<file path="src/rtl/byte_alu_pkg.sv">
package byte_alu_pkg;

    localparam int DATA_W = 8;

    typedef enum logic [2:0] {
        OP_ROL  = 3'b000,
        OP_ROR  = 3'b001,
        OP_SUB  = 3'b010,
        OP_SWAP = 3'b011,
        OP_LIT  = 3'b100
    } alu_op_e;

    typedef struct packed {
        logic c;
        logic dc;
        logic z;
    } flag_t;

    function automatic logic op_uses_dest(input logic [2:0] code);
        return code inside {OP_ROL, OP_ROR, OP_SUB, OP_SWAP};
    endfunction

endpackage

</file>
<file path="src/rtl/byte_alu_rotate.sv">
module byte_alu_rotate #(
    parameter int W    = 8,
    parameter bit LEFT = 1'b1
) (
    input  logic [W-1:0] src,
    input  logic         cin,
    output logic [W-1:0] dst,
    output logic         cout
);
    generate
        if (LEFT) begin : g_left
            assign dst  = {src[W-2:0], cin};
            assign cout = src[W-1];
        end else begin : g_right
            assign dst  = {cin, src[W-1:1]};
            assign cout = src[0];
        end
    endgenerate
endmodule

</file>
<file path="src/rtl/byte_alu_sub.sv">
module byte_alu_sub #(
    parameter int W = 8
) (
    input  logic [W-1:0]      a,
    input  logic [W-1:0]      b,
    output logic [W-1:0]      diff,
    output byte_alu_pkg::flag_t flg
);
    localparam int H = W / 2;

    logic [W:0] full_sum;
    logic [H:0] low_sum;

    // two's-complement addition: a + ~b + 1; carry-out means no borrow
    assign full_sum = {1'b0, a} + {1'b0, ~b} + (W+1)'(1);
    assign low_sum  = {1'b0, a[H-1:0]} + {1'b0, ~b[H-1:0]} + (H+1)'(1);

    assign diff   = full_sum[W-1:0];
    assign flg.c  = full_sum[W];
    assign flg.dc = low_sum[H];
    assign flg.z  = (full_sum[W-1:0] == '0);
endmodule

</file>
<file path="src/rtl/byte_alu_swap.sv">
module byte_alu_swap #(
    parameter int W = 8
) (
    input  logic [W-1:0] src,
    output logic [W-1:0] dst
);
    localparam int H = W / 2;
    assign dst = {src[H-1:0], src[W-1:H]};
endmodule

</file>
<file path="src/rtl/byte_alu.sv">
module byte_alu
    import byte_alu_pkg::*;
#(
    parameter int DATA_W = byte_alu_pkg::DATA_W
) (
    input  logic [DATA_W-1:0] f_in,
    input  logic [DATA_W-1:0] w_in,
    input  logic [DATA_W-1:0] lit_in,
    input  logic              c_in,
    input  logic [2:0]        op,
    input  logic              dest_f,
    output logic [DATA_W-1:0] result,
    output logic              wr_w,
    output logic              wr_f,
    output logic              c_out,
    output logic              dc_out,
    output logic              z_out,
    output logic              c_we,
    output logic              dc_we,
    output logic              z_we
);
    logic [DATA_W-1:0] rol_res, ror_res, sub_res, swp_res;
    logic              rol_c, ror_c;
    flag_t             sub_flg;
    flag_t             new_flg;
    flag_t             flg_en;
    alu_op_e           op_e;

    assign op_e = alu_op_e'(op);

    byte_alu_rotate #(.W(DATA_W), .LEFT(1'b1)) u_rol (
        .src(f_in), .cin(c_in), .dst(rol_res), .cout(rol_c)
    );
    byte_alu_rotate #(.W(DATA_W), .LEFT(1'b0)) u_ror (
        .src(f_in), .cin(c_in), .dst(ror_res), .cout(ror_c)
    );
    byte_alu_sub #(.W(DATA_W)) u_sub (
        .a(f_in), .b(w_in), .diff(sub_res), .flg(sub_flg)
    );
    byte_alu_swap #(.W(DATA_W)) u_swp (
        .src(f_in), .dst(swp_res)
    );

    always_comb begin
        result  = '0;
        new_flg = '{c: c_in, dc: 1'b0, z: 1'b0};
        flg_en  = '0;
        unique case (op_e)
            OP_ROL: begin
                result    = rol_res;
                new_flg.c = rol_c;
                flg_en.c  = 1'b1;
            end
            OP_ROR: begin
                result    = ror_res;
                new_flg.c = ror_c;
                flg_en.c  = 1'b1;
            end
            OP_SUB: begin
                result  = sub_res;
                new_flg = sub_flg;
                flg_en  = '{c: 1'b1, dc: 1'b1, z: 1'b1};
            end
            OP_SWAP: result = swp_res;
            OP_LIT:  result = lit_in;
            default: result = '0;
        endcase
    end

    assign wr_w   = (op_e == OP_LIT) || (op_uses_dest(op) && !dest_f);
    assign wr_f   = op_uses_dest(op) && dest_f;
    assign c_out  = new_flg.c;
    assign dc_out = new_flg.dc;
    assign z_out  = new_flg.z;
    assign c_we   = flg_en.c;
    assign dc_we  = flg_en.dc;
    assign z_we   = flg_en.z;
endmodule

</file>
<file path="config.mk">
export PLATFORM = sky130hd
export DESIGN_NAME = byte_alu
export DESIGN_NICKNAME = d
export VERILOG_FILES = /design/src/rtl/byte_alu_pkg.sv /design/src/rtl/byte_alu_rotate.sv /design/src/rtl/byte_alu_sub.sv /design/src/rtl/byte_alu_swap.sv /design/src/rtl/byte_alu.sv
export SDC_FILE = /design/constraint.sdc
export NUM_CORES = 1
export LEC_CHECK = 0
export ABC_AREA = 1
export BUFFER_PORTS_ARGS = -buffer_cell sky130_fd_sc_hd__buf_4
export CAP_MARGIN = 20
export CORE_MARGIN = 1.5
export CORE_UTILIZATION = 43
export DETAILED_ROUTE_END_ITERATION = 10
export PLACE_DENSITY = 0.77
export RECOVER_POWER = 50
export SYNTH_ARGS = -nofsm -noshare
export SYNTH_HDL_FRONTEND = slang
export SYNTH_SLANG_ARGS = --single-unit
</file>
<file path="constraint.sdc">
create_clock -name vclk -period 1.3
set_input_delay 0.13 -clock vclk [all_inputs]
set_output_delay 0.13 -clock vclk [all_outputs]
set_load 0.02 [all_outputs]
</file>
==> flow_metrics.env, run 1 <==
export IMPL_grt_max_degree=11
export IMPL_io_buffers=45
export IMPL_synthCells=154
export IMPL_placementRows=15
export IMPL_syn_area_um2=812
export IMPL_tool_error="[ERROR DPL-0038] Utilization greater than 100%, impossible to legalize"
export IMPL_crit_endpoint="z_out"
export IMPL_die_height_um=46.5
export IMPL_netlist_cell_type_count=25
export IMPL_dieWidth_um=46.5
export IMPL_haltStage="global routing"
export IMPL_endpoint_type="output port"
export IMPL_yosys_warnings=0
export IMPL_status="did not finish"
export IMPL_seq_area_frac_synth_pct=0
export IMPL_pin_count=45
export IMPL_ctsHoldBuffers=0
export IMPL_synth_nets=193
export IMPL_gp_congestion=0.844
export IMPL_placed_cells=243
export IMPL_detailed_place_hpwl_um=2550
export IMPL_start_util_pct=46.5
export IMPL_avgSynthCellArea_um2=5.27
per-stage QoR:
stage | hold slack, ps | worst slack, ps | cell area (um2)
floorplan | 382 | -226 | 868
global placement | 586 | -527 | 1380
detailed placement | 600 | -599 | 1380
CTS | 600 | -449 | 1650
cells in the mapped netlist, drive strengths merged:
cell type  number  area [um2]
a211oi          1        7.51
a21oi          10        50.1
a221oi          1        8.76
buf             1        7.51
clkbuf          1        3.75
fa              1        20.0
ha              9         113
inv            35         131
nand2          38         150
nand3          20         118
nand3b          1        7.51
nand4           3        18.8
nor2           14        60.1
nor3            1        10.0
o211ai          3        22.5
o21a            1        7.51
o21ai          11        55.1
o221ai          1        8.76
o22ai           2        12.5
kinds of logic after synthesis:
family                   count (synthesis)  synth area share [%]
AO/OA/AOI/OAI                           30                  21.3
AND/OR/NAND/NOR                         77                  44.8
adder cells (fa/ha/maj)                 10                  16.3
buffers and inverters                   37                  17.6
repair_timing:
item / 4_1_cts
gates resized for setup: 59
setup buffers: 2
setup endpoints to repair: 11
pin swaps: 24
==> run 2, diff against run 1 <==
--- a/config.mk
+++ b/config.mk
@@ -8,10 +8,10 @@
 export ABC_AREA = 1
 export BUFFER_PORTS_ARGS = -buffer_cell sky130_fd_sc_hd__buf_4
 export CAP_MARGIN = 20
-export CORE_MARGIN = 1.5
-export CORE_UTILIZATION = 43
+export CORE_AREA = 2 2 63 65
 export DETAILED_ROUTE_END_ITERATION = 10
-export PLACE_DENSITY = 0.77
+export DIE_AREA = 0 0 65 67
+export PLACE_DENSITY_LB_ADDON = 0.15
 export RECOVER_POWER = 50
 export SYNTH_ARGS = -nofsm -noshare
 export SYNTH_HDL_FRONTEND = slang
==> constraint.sdc (replaced) <==
create_clock -name vclk -period 1.7
set_input_delay 0.17 -clock vclk [all_inputs]
set_output_delay 0.17 -clock vclk [all_outputs]
set_load 0.02 [all_outputs]
==> run 2 against run 1 <==
Net effect: the flow now finishes, with violations (setup timing); area after synthesis unchanged; synthesized cell count unchanged.
==> flow_metrics.env, run 2 <==
export IMPL_detailed_place_hpwl_um=2510
export IMPL_crit_top_cell="nor2_2"
export IMPL_placementRows=22
export IMPL_post_route_period_util_pct=108
export IMPL_final_area_mm2=0.00135
export IMPL_status="complete, but fails checks"
export IMPL_grt_busiest_layer="met2"
export IMPL_hold_path_class="in -> out"
export IMPL_overflow=0
export IMPL_yosys_area_top_type="nand2_1"
export IMPL_avgSynthCellArea_um2=5.27
export IMPL_p_leak_nw=0.736
export IMPL_synth_top_area_share_pct=17.1
export IMPL_pin_count=45
export IMPL_drt_wl_total_um=2880
export IMPL_finalNetCount=246
export IMPL_rsz0062_at_grt="true"
export IMPL_synth_top_family_by_area="simple AND/OR/NAND/NOR gates"
export IMPL_fmax_mhz=546
export IMPL_crit_slowest_cell="fa_2"
export IMPL_final_max_slew_viol_count=0
export IMPL_setup_viol=6
export IMPL_synth_xor_area_share_pct=0
export IMPL_area_growth_synth_to_final_pct=65.6
export IMPL_grt_max_degree=12
export IMPL_dieWidth_um=65
export IMPL_vias=1122
export IMPL_crit_type="in -> out"
export IMPL_firstDrtPassIters=4
export IMPL_die_height_um=67
export IMPL_critPathCaptureType="primary output"
export IMPL_netlist_cell_type_count=25
export IMPL_cp_data_required_time_ps=1530
export IMPL_seq_area_frac_synth_pct=0
export IMPL_synthMuxAreaShare_pct=0
export IMPL_io_buffers=45
export IMPL_avgRoutedWirePerCell_um=11.4
export IMPL_design_seq_count=0
export IMPL_n_fill_cell=430
export IMPL_via_per_inst=4.43
export IMPL_critPathMaxFanout=2
export IMPL_worstPathCellList="buf_8 > inv_6 > ha_4 > inv_2 > fa_2 > nor2_2 > nor2_2 > nor3_2 > nand2_1 > nor2_1 > nand3_1 > nor2_4 > buf_6"
export IMPL_multi_input_area_um2=743
export IMPL_final_common_cell="buf_4"
export IMPL_grt_pass1_wl_um=4680
export IMPL_regArea_um2=0
export IMPL_yosysMostFrequentCell="nand2_1"
export IMPL_num_antenna_cells=0
export IMPL_post_route_drc_count=0
export IMPL_ir_drop_mv=0.109
export IMPL_cp_arrival_ps=1660
export IMPL_start_util_pct=22.5
export IMPL_drv_cap=0
export IMPL_max_stage_delay_ps=380
export IMPL_place_area_mm2=0.00126
export IMPL_setup_ws_ps=-133
export IMPL_final_antenna_net_count=0
export IMPL_clock_buffers=0
export IMPL_synth_adder_area_share_pct=16.3
export IMPL_period_needed_ps=1830
export IMPL_use_met3_pct=1.18
export IMPL_drive_gt1_share_pct=37.6
export IMPL_violations="setup timing"
export IMPL_post_place_ws_ps=-300
export IMPL_grt_pass1_vias=1084
export IMPL_yosys_warnings=0
export IMPL_slew_headroom_pct=56.8
export IMPL_final_cell_mix="buf_4, nand2_1, inv_1, nand3_1, nor2_1"
export IMPL_yosys_top_cells_count="nand2_1, inv_1, nand3_1"
export IMPL_use_met2_pct=24.2
export IMPL_gp_congestion=0.836
export IMPL_syn_area_um2=812
export IMPL_synth_nets=193
export IMPL_p_per_area_mw_per_mm2=316
export IMPL_hold_viol_final=0
export IMPL_fin_setup_tns_ps=-407
export IMPL_dieArea_mm2=0.00436
export IMPL_drt_first_iter_violations=29
export IMPL_startpoint_type="input port"
export IMPL_grt_usage_pct=13.1
export IMPL_coreArea_mm2=0.00361
export IMPL_synthTopCellsByArea="nand2_1, ha_1, inv_1"
export IMPL_antenna_found_initial=0
export IMPL_synthCells=154
export IMPL_worst_slew_pin_slew_ps=645
export IMPL_synth_compound_area_share_pct=21.3
export IMPL_gr_usage_met1_pct=17.2
export IMPL_yosys_area_share_simple_pct=44.8
export IMPL_whs_ps=676
export IMPL_final_core_util_pct=37.3
-- run 2: layout make-up --
| type | count | area share, % |
|---|---|---|
| multi-input combinational | 117 | 55.3 |
| timing repair buffer | 53 | 30.1 |
| tap | 48 | 4.47 |
| inverter | 35 | 10.1 |
-- run 2: metrics by stage --
| step | cells | total power (W) |
|---|---|---|
| after floorplan | 154 | 0.000227 |
| after global placement | 252 | 0.000395 |
| after detailed placement | 252 | 0.000395 |
| after CTS | 253 | 0.000418 |
| after global routing | 253 | 0.000473 |
| final | 253 | 0.000425 |
-- run 2: layer usage --
metal  vias up  routed length, um
met4         0                  0
met3         0                179
met5         -                  0
li1        609                  -
met1       480               1330
met2        33               1360
-- run 2: power breakdown --
part,internal (W),leakage [nW],switching (W)
logic,0.000191,0.736,0.000234
registers,0,0,0
clock network,0,0,0
-- run 2: path summary, 6_finish.rpt --
kind / from / depth (start not counted) / end
setup / recovery: f_in[0] / 13 / z_out
hold / removal: op[0] / 3 / c_we
-- run 2: worst max-delay path: cells and delay by family --
family	cells	cell delay (ps)
buf+inv	4	300
simple gates	7	690
fa+ha+maj	2	490
-- run 2: cell families after synthesis --
logic type,count (synthesis)
compound gates,30
fa+ha+maj,10
simple gates,77
buf+inv,37
-- run 2: timing repair --
action / CTS / global route
gates resized for setup: 16 / 9
buffers inserted: 1 / 0
hold buffers: 0 / 0
endpoints found under the setup margin: 7 / 8
pin swaps: 10 / 5
endpoints found under the hold margin: 0 / 0
No activity file was read; power rests on OpenSTA's default activity.
==> run 3, diff against run 2 <==
--- a/config.mk
+++ b/config.mk
@@ -8,11 +8,14 @@
 export ABC_AREA = 1
 export BUFFER_PORTS_ARGS = -buffer_cell sky130_fd_sc_hd__buf_4
 export CAP_MARGIN = 20
+export CELL_PAD_IN_SITES_DETAIL_PLACEMENT = 1
+export CELL_PAD_IN_SITES_GLOBAL_PLACEMENT = 1
 export CORE_AREA = 2 2 63 65
 export DETAILED_ROUTE_END_ITERATION = 10
 export DIE_AREA = 0 0 65 67
 export PLACE_DENSITY_LB_ADDON = 0.15
 export RECOVER_POWER = 50
+export SETUP_SLACK_MARGIN = 0.4
 export SYNTH_ARGS = -nofsm -noshare
 export SYNTH_HDL_FRONTEND = slang
 export SYNTH_SLANG_ARGS = --single-unit
==> run 3 against run 2 <==
Net effect: largest power group unchanged; wire length is 23% higher; setup slack better by 16 ps; cell area is 28% higher; cell count rose by 3.2%; flip-flop and latch count unchanged; sequential share of layout area is the same; critical path depth did not move; fmax increased by 0.86%; the flow still finishes with violations (setup timing); hold slack improved by 12 ps.
==> flow_metrics.env, run 3 (synthesis gave the netlist of run 2 again) <==
export IMPL_design_seq_count=0
export IMPL_drt_first_iter_violations=30
export IMPL_final_antenna_net_count=0
export IMPL_violations="setup timing"
export IMPL_post_route_drc_count=0
export IMPL_hold_path_class="in -> out"
export IMPL_gp_congestion=0.864
export IMPL_crit_top_cell="nand2_2"
export IMPL_placed_cells=254
export IMPL_post_place_ws_ps=-251
export IMPL_status="complete, but fails checks"
export IMPL_antenna_found_initial=0
export IMPL_hp_start="op[0]"
export IMPL_fmax_mhz=550
export IMPL_slew_headroom_pct=63.1
export IMPL_final_cell_mix="buf_4, inv_1, nand2_1, buf_6, nand2_2"
export IMPL_finalNetCount=254
export IMPL_firstDrtPassIters=4
export IMPL_die_height_um=67
export IMPL_setup_ws_ps=-117
export IMPL_whs_ps=688
export IMPL_overflow=0
export IMPL_final_max_slew_viol_count=0
export IMPL_grt_usage_pct=15.9
export IMPL_drv_cap=0
export IMPL_critPathCaptureType="primary output"
export IMPL_placementRows=22
export IMPL_hold_viol_final=0
export IMPL_grt_pass1_wl_um=5570
export IMPL_startpoint_type="input port"
export IMPL_io_buffers=45
export IMPL_p_leak_nw=0.842
export IMPL_p_per_area_mw_per_mm2=345
export IMPL_detailed_place_hpwl_um=2890
export IMPL_grt_pass1_vias=1205
export IMPL_crit_type="in -> out"
export IMPL_clock_buffers=0
export IMPL_ctsHoldBuffers=0
export IMPL_cp_startpoint="f_in[0]"
export IMPL_drive_gt1_share_pct=57.3
export IMPL_critPathMaxFanout=3
export IMPL_vias=1236
export IMPL_area_growth_synth_to_final_pct=112
export IMPL_num_antenna_cells=0
export IMPL_worst_slew_pin_slew_ps=552
export IMPL_post_route_period_util_pct=107
export IMPL_pin_count=45
export IMPL_cp_endpoint="z_out"
export IMPL_final_common_cell="buf_4"
export IMPL_rsz0062_at_grt="true"
export IMPL_max_stage_delay_ps=360
export IMPL_avgRoutedWirePerCell_um=13.5
export IMPL_instances_no_fill=261
export IMPL_drt_wl_total_um=3530
export IMPL_grt_max_degree=12
export IMPL_dieWidth_um=65
export IMPL_dieArea_mm2=0.00436
export IMPL_cp_data_required_time_ps=1530
export IMPL_setup_viol=7
export IMPL_via_per_inst=4.74
export IMPL_coreArea_mm2=0.00361
export IMPL_total_power_w=0.000594
export IMPL_crit_slowest_cell="fa_2"
export IMPL_ir_drop_mv=0.154
export IMPL_regArea_um2=0
export IMPL_worstPathCellList="buf_12 > inv_16 > ha_4 > inv_2 > fa_2 > nand2_2 > nand3_4 > nand3b_1 > nand2_2 > nor2_2 > nand3_2 > nor2_4 > buf_6"
export IMPL_fin_setup_tns_ps=-395
export IMPL_start_util_pct=22.5
export IMPL_cp_arrival_ps=1650
export IMPL_period_needed_ps=1820
==> run 3: cell types whose count changed in the layout (fill, tap and decap cells not counted), sizes merged <==
cell  delta
buf      +8
==> run 3: per-layer routing <==
| metal | GRT usage, % | wire [um] |
|---|---|---|
| met3 | 0.676 | 130 |
| met1 | 21.3 | 1590 |
| met4 | 0 | 0 |
| met5 | 0 | 0 |
| met2 | 29.6 | 1810 |
==> run 3: critical path, delay by kind of cell <==
| family | cells | cell delay, ps |
|---|---|---|
| buffers and inverters | 4 | 300 |
| adder cells (fa/ha/maj) | 2 | 470 |
| AND/OR/NAND/NOR | 7 | 700 |
==> run 3: how the worst min path moves through the flow <==
stage / to / slack, ps / cells after the start
3_5_place_dp: wr_f / 680 / 4
2_1_floorplan: wr_f / 460 / 2
3_3_place_gp: wr_f / 670 / 4
5_1_grt: c_we / 700 / 3
4_1_cts: wr_f / 680 / 4
6_report: c_we / 690 / 3
==> run 3: power breakdown <==
group	internal, W	switching, W	total (W)
Sequential	0	0	0
Combinational	0.000281	0.000313	0.000594
Clock	0	0	0
==> run 3: layout make-up <==
cell class                      count  area [um2]
Tap cell                           48        60.1
Fill cell                         453        1880
Inverter                           35         158
Timing Repair Buffer               61         527
Multi-Input combinational cell    117         980
==> run 3: what timing repair did <==
action,in CTS,in global routing
endpoints found under the setup margin,11,11
resized for setup,33,40
pin swaps,19,11
endpoints found under the hold margin,0,0
buffers inserted,5,2
==> run 3: per-stage QoR <==
stage / util, % / cell area (um2)
finish: 47.8 / 1720
global route: 47.8 / 1720
CTS: 43.0 / 1550
detailed placement: 38.4 / 1390
global placement: 38.4 / 1390
floorplan: - / 931
